File: config.mk
export PLATFORM = sky130hd
export DESIGN_NAME = fcmp_cc_unit
export DESIGN_NICKNAME = d
export VERILOG_FILES = /design/src/rtl/fcmp_pkg.sv /design/src/rtl/fcmp_lane.sv /design/src/rtl/fcmp_ctrl.sv /design/src/rtl/fcmp_datapath.sv /design/src/rtl/fcmp_cc_unit.sv
export SDC_FILE = /design/constraint.sdc
export NUM_CORES = 1
export LEC_CHECK = 0
export ABC_AREA = 1
export BUFFER_PORTS_ARGS = -buffer_cell sky130_fd_sc_hd__buf_2
export CAP_MARGIN = 20
export CORE_UTILIZATION = 30
export CTS_CLUSTER_SIZE = 40
export DETAILED_ROUTE_END_ITERATION = 10
export HOLD_SLACK_MARGIN = 0.05
export SETUP_SLACK_MARGIN = 0.1
export SLEW_MARGIN = 20
export SYNTH_ARGS = -nofsm -noshare
export SYNTH_HDL_FRONTEND = slang
export SYNTH_SLANG_ARGS = --single-unit
File: constraint.sdc
create_clock -name clk -period 2.1 [get_ports clk]
set_clock_uncertainty 0.15 [all_clocks]
set_input_delay 0.105 -clock clk [delete_from_list [all_inputs] [get_ports clk]]
set_output_delay 0.105 -clock clk [all_outputs]
set_load 0.02 [all_outputs]
File: src/rtl/fcmp_pkg.sv
package fcmp_pkg;
  localparam int EXP_W = 8;
  localparam int FRAC_W = 23;
  localparam int LANE_W = 1 + EXP_W + FRAC_W;
  localparam int LANES = 2;
  localparam int PRED_W = 4;
  localparam int CC_IDX_W = 3;
  localparam int STAT_W = 32;
  localparam int POS_W = $clog2(STAT_W);
  localparam logic [POS_W-1:0] CC0_POS = POS_W'(23);
  localparam logic [POS_W-1:0] CCN_BASE = POS_W'(24);

  typedef struct packed {
    logic capture;
    logic commit;
  } cmpStrobes_t;

  function automatic logic [POS_W-1:0] ccBitPos(input logic [CC_IDX_W-1:0] idx);
    if (idx == '0) return CC0_POS;
    return CCN_BASE + POS_W'(idx);
  endfunction
endpackage

File: src/rtl/fcmp_lane.sv
module fcmp_lane
  import fcmp_pkg::*;
(
  input  logic [LANE_W-1:0] aBits,
  input  logic [LANE_W-1:0] bBits,
  input  logic [PRED_W-1:0] pred,
  output logic              cond,
  output logic              inv
);
  logic signA, signB;
  logic [LANE_W-2:0] magA, magB;
  logic nanA, nanB, sNanA, sNanB, unord, bothZero, isEq, isLt;

  always_comb begin
    signA = aBits[LANE_W-1];
    signB = bBits[LANE_W-1];
    magA = aBits[LANE_W-2:0];
    magB = bBits[LANE_W-2:0];
    nanA = (&aBits[LANE_W-2:FRAC_W]) && (|aBits[FRAC_W-1:0]);
    nanB = (&bBits[LANE_W-2:FRAC_W]) && (|bBits[FRAC_W-1:0]);
    sNanA = nanA && !aBits[FRAC_W-1];
    sNanB = nanB && !bBits[FRAC_W-1];
    unord = nanA || nanB;
    bothZero = (magA == '0) && (magB == '0);
    isEq = bothZero || (aBits == bBits);
    if (bothZero) isLt = 1'b0;
    else if (signA != signB) isLt = signA;
    else if (!signA) isLt = magA < magB;
    else isLt = magA > magB;
    if (unord) cond = pred[0];
    else cond = (pred[1] && isEq) || (pred[2] && isLt);
    inv = pred[PRED_W-1] ? unord : (sNanA || sNanB);
  end

  always_comb begin
    if (!unord) AST_EQ_LT_EXCLUSIVE: assert (!(isEq && isLt));
  end
endmodule

File: src/rtl/fcmp_ctrl.sv
module fcmp_ctrl
  import fcmp_pkg::*;
(
  input  logic        clk,
  input  logic        rstN,
  input  logic        cmpValid,
  output cmpStrobes_t strobes
);
  logic pendQ;

  always_ff @(posedge clk or negedge rstN) begin
    if (!rstN) pendQ <= 1'b0;
    else pendQ <= cmpValid;
  end

  always_comb begin
    strobes.capture = cmpValid;
    strobes.commit = pendQ;
  end

  AST_COMMIT_AFTER_VALID: assert property (@(posedge clk) disable iff (!rstN)
    cmpValid |=> strobes.commit);
endmodule

File: src/rtl/fcmp_datapath.sv
module fcmp_datapath
  import fcmp_pkg::*;
(
  input  logic                    clk,
  input  logic                    rstN,
  input  cmpStrobes_t             strobes,
  input  logic [LANES*LANE_W-1:0] opA,
  input  logic [LANES*LANE_W-1:0] opB,
  input  logic [PRED_W-1:0]       predCode,
  input  logic [CC_IDX_W-1:0]     ccIdx,
  input  logic                    pairMode,
  input  logic [CC_IDX_W-1:0]     ccRdIdx,
  output logic [STAT_W-1:0]       statusWord,
  output logic                    invalidOp,
  output logic                    ccRdLo,
  output logic                    ccRdHi
);
  logic [LANES-1:0] laneCond, laneInv;
  logic [LANES-1:0] condQ;
  logic [CC_IDX_W-1:0] idxQ;
  logic pairQ, invalidQ, invNext;
  logic [STAT_W-1:0] statusQ, statusNext;

  for (genvar l = 0; l < LANES; l++) begin : gLane
    fcmp_lane uLane (
      .aBits(opA[l*LANE_W +: LANE_W]),
      .bBits(opB[l*LANE_W +: LANE_W]),
      .pred (predCode),
      .cond (laneCond[l]),
      .inv  (laneInv[l])
    );
  end

  always_comb invNext = laneInv[0] || (pairMode && (|laneInv[LANES-1:1]));

  always_ff @(posedge clk or negedge rstN) begin
    if (!rstN) begin
      condQ <= '0;
      idxQ <= '0;
      pairQ <= 1'b0;
      invalidQ <= 1'b0;
    end else begin
      invalidQ <= strobes.capture && invNext;
      if (strobes.capture) begin
        condQ <= laneCond;
        idxQ <= ccIdx;
        pairQ <= pairMode;
      end
    end
  end

  always_comb begin
    logic [CC_IDX_W-1:0] idxUp;
    idxUp = idxQ + 1'b1;
    statusNext = statusQ;
    statusNext[ccBitPos(idxQ)] = condQ[0];
    if (pairQ) statusNext[ccBitPos(idxUp)] = condQ[1];
  end

  always_ff @(posedge clk or negedge rstN) begin
    if (!rstN) statusQ <= '0;
    else if (strobes.commit) statusQ <= statusNext;
  end

  always_comb begin
    logic [CC_IDX_W-1:0] rdUp;
    rdUp = ccRdIdx + 1'b1;
    ccRdLo = statusQ[ccBitPos(ccRdIdx)];
    ccRdHi = statusQ[ccBitPos(rdUp)];
  end

  assign statusWord = statusQ;
  assign invalidOp = invalidQ;

  AST_HOLD_WITHOUT_COMMIT: assert property (@(posedge clk) disable iff (!rstN)
    !strobes.commit |=> $stable(statusQ));
  AST_SINGLE_WRITE_ONE_BIT: assert property (@(posedge clk) disable iff (!rstN)
    (strobes.commit && !pairQ) |=> ($countones(statusQ ^ $past(statusQ)) <= 1));
  AST_PAIR_WRITE_TWO_BITS: assert property (@(posedge clk) disable iff (!rstN)
    strobes.commit |=> ($countones(statusQ ^ $past(statusQ)) <= 2));
  AST_INVALID_AFTER_CAPTURE: assert property (@(posedge clk) disable iff (!rstN)
    invalidOp |-> $past(strobes.capture));
endmodule

File: src/rtl/fcmp_cc_unit.sv
module fcmp_cc_unit
  import fcmp_pkg::*;
(
  input  logic                    clk,
  input  logic                    rstN,
  input  logic                    cmpValid,
  input  logic [LANES*LANE_W-1:0] opA,
  input  logic [LANES*LANE_W-1:0] opB,
  input  logic [PRED_W-1:0]       predCode,
  input  logic [CC_IDX_W-1:0]     ccIdx,
  input  logic                    pairMode,
  input  logic [CC_IDX_W-1:0]     ccRdIdx,
  output logic [STAT_W-1:0]       statusWord,
  output logic                    invalidOp,
  output logic                    ccRdLo,
  output logic                    ccRdHi
);
  cmpStrobes_t strobes;

  fcmp_ctrl uCtrl (
    .clk     (clk),
    .rstN    (rstN),
    .cmpValid(cmpValid),
    .strobes (strobes)
  );

  fcmp_datapath uData (
    .clk       (clk),
    .rstN      (rstN),
    .strobes   (strobes),
    .opA       (opA),
    .opB       (opB),
    .predCode  (predCode),
    .ccIdx     (ccIdx),
    .pairMode  (pairMode),
    .ccRdIdx   (ccRdIdx),
    .statusWord(statusWord),
    .invalidOp (invalidOp),
    .ccRdLo    (ccRdLo),
    .ccRdHi    (ccRdHi)
  );
endmodule

==> metrics <==
DR vias=4576; root buf cell=clkbuf_16; nature of the critical path startpoint=flop; first-pass GRT wire length=19.8 mm; ys async rst share=100%; grt ovf=0; Tcrit/Tclk final=85.4%; Netlist Area Pre-Place=0.00417 mm²; Worst slew margin=61.6%; fill count=1480; Synth Area in Compound Gates=11.4%; Area Growth Syn to Fin=25.9%; endpoints failing hold=0; commonest non-fill, non-tap cell in the layout=buf_2; max-slew violations=0; # rows=42; Syn. warnings=0; crit path kind=reg2reg; sum of net half-perimeters after detailed placement=10.5 mm; # IOs=177; Leakage=3.02 nW; Post-synth EDFFs=0; Worst-path clk slew=0.06 ns; largest family of logic cells by synthesized area=simple AND/OR/NAND/NOR gates; Tightest Pin Transition=0.575 ns; most frequent cells in the layout=buf_2, nand2_1, inv_1; wire length per cell=11.8 µm; f_max=0.558 GHz; critical path fanouts, max=6; PortBufs=160; post-layout min period=1.79 ns; number of global-route vias before repair=4378; # nets final=1052; status=finished, final reports clean; Die Wd=120 µm; post-layout util=39.2%; placed cells=1004; final hold slack=0.0629 ns; Initial Utilization=31.1%; Worst EP required=2.07 ns; iteration count of the initial detailed-routing pass=4; MaxCap Viol Count=0; layout cells sized above 1=23.7%; Residual DRC=0; Die ar.=0.0144 mm²; initial antenna violation count=1; mux cell area share after synthesis=0%; RSZ-0062 raised after global routing=true; Max VDD drop=0.224 mV; core area=0.0134 mm²; XOR/XNOR Fraction of Synth Area=1.29%; Final GP Congestion=0.855; ANT nets after route=0; drt first-iter violations=194; endpoint class of the critical path=flop; Longest Clk Path Bufs=2; largest net degree at the start of global routing=25; Netlist cell types=39; Sink Count=24; H-tree Lvls=1; DR vias/cell=4.50; final setup vio count=0; WP data arrival=1.77 ns; die height=120 µm; post-synthesis simple-gate area fraction=35.6%; CTS tree=done; Post-Syn Instances=677; worst skew pair latency=0.26 ns; worst min path class=in2reg; Yosys reg bits=24; Synth Area in Adders=21.0%; syn avg cell area=6.17 µm²; TritonCTS Buffers=3; setup TNS=0 ns; non-filler cells, final=1016; sequential element share of the synthesized area=14.4%; Post-Route WL=12.0 mm; ys flop type=dfrtp_1; Cell Pwr Density=404 mW/mm²; GRT Total Usage=16.6%; Setup Buffers After CTS=0
-- registers in the layout (all words and copies together) (netlist names) --
register	count
uData.idxQ	3
uData.pairQ	1
uData.invalidOp	1
uData.condQ	2
uCtrl.pendQ	1
uData.statusWord	16
-- where the power goes --
| group | internal, mW | switching (mW) | total [mW] |
|---|---|---|---|
| sequential | 0.530 | 0.0787 | 0.608 |
| combinational | 0.425 | 0.632 | 1.06 |
| clock | 0.291 | 0.167 | 0.458 |
| total | 1.25 | 0.877 | 2.12 |
-- through the flow --
stage,power (mW),worst slack (ns),cell area (µm²)
2_1_floorplan,1.30,0.291,4230
3_3_place_gp,1.65,0.260,5090
3_5_place_dp,1.66,0.206,5090
4_1_cts,2.14,0.223,5250
5_1_grt,2.31,0.0816,5260
6_report,2.12,0.307,5260
-- cells in the mapped netlist, types with 2 or more instances --
library cell	instances	share of area (%)
a21o_1	3	0.54
a21oi_1	33	4.0
buf_4	16	2.9
buf_6	2	0.54
clkbuf_1	7	0.63
dfrtp_1	24	14
ha_1	70	21
inv_1	122	11
inv_2	8	0.72
nand2_1	157	14
nand2_2	5	0.75
nand3_1	35	4.2
nand4_1	38	5.7
nor2_1	76	6.8
nor2_2	6	0.90
nor2_4	3	0.81
nor3_1	6	0.72
nor4_1	4	0.60
o211ai_1	3	0.54
o21ai_0	32	3.8
o21ai_1	3	0.36
o221ai_1	2	0.42
o22ai_1	5	0.75
xnor2_1	2	0.42
-- layout make-up --
cell class | instances | area, µm² | area share, %
Sequential cell | 24 | 602 | 11.5
Inverter | 131 | 492 | 9.36
Clock buffer | 4 | 88.8 | 1.69
Multi-Input combinational cell | 510 | 2960 | 56.3
Timing Repair Buffer | 170 | 893 | 17.0
Tap cell | 176 | 220 | 4.19
Antenna cell | 1 | 2.50 | 0.0476
-- critical path, cell delays in order (launching register included) --
cell and delay, ns:
dfrtp_2 0.46, ha_1 0.26, xnor2_4 0.16, nor2_2 0.19, nand3_1 0.15, o221ai_1 0.20
o21ai_0 0.10
-- cells by family (layout without fill, tap and decap cells) --
group,Yosys count,in the layout
AOI/OAI and AO/OA,85,85
adders and majority gates,70,70
xor gates and xnor gates,4,4
DFF,24,24
and+or+nand+nor,335,335
buffers and inverters,158,305
other,1,17
-- final timing paths --
path / cells after the start / slack (ns) / to / startpoint
worst max register to register: 6 / 0.31 / uData.statusWord[31] / uData.idxQ[1]
worst min-delay path: 6 / 0.06 / uData.condQ[0] / opB[31]
max in group asynchronous: 2 / 1.15 / uData.idxQ[1] / rstN
min in group asynchronous: 2 / 0.23 / uData.invalidOp / rstN
worst max-delay path: 6 / 0.31 / uData.statusWord[31] / uData.idxQ[1]
worst min register to register: 0 / 0.22 / uData.statusWord[16] / uData.statusWord[16]
-- metal layers --
metal  up-vias  global-route usage (%)  part of all wire [%]
met4         0                    2.27                   1.0
met1      1937                    22.4                    47
met3        10                    2.23                   5.6
met2       137                    28.6                    46
met5         -                       0                     0
li1       2492                       -                     -
-- timing repair --
item / CTS / global route
hold buffers: 7 / 0
endpoints found under the setup margin: 0 / 4
hold endpoints to repair: 31 / 0
gates resized for setup: 0 / 4
No activity file was read; power rests on OpenSTA's default activity.
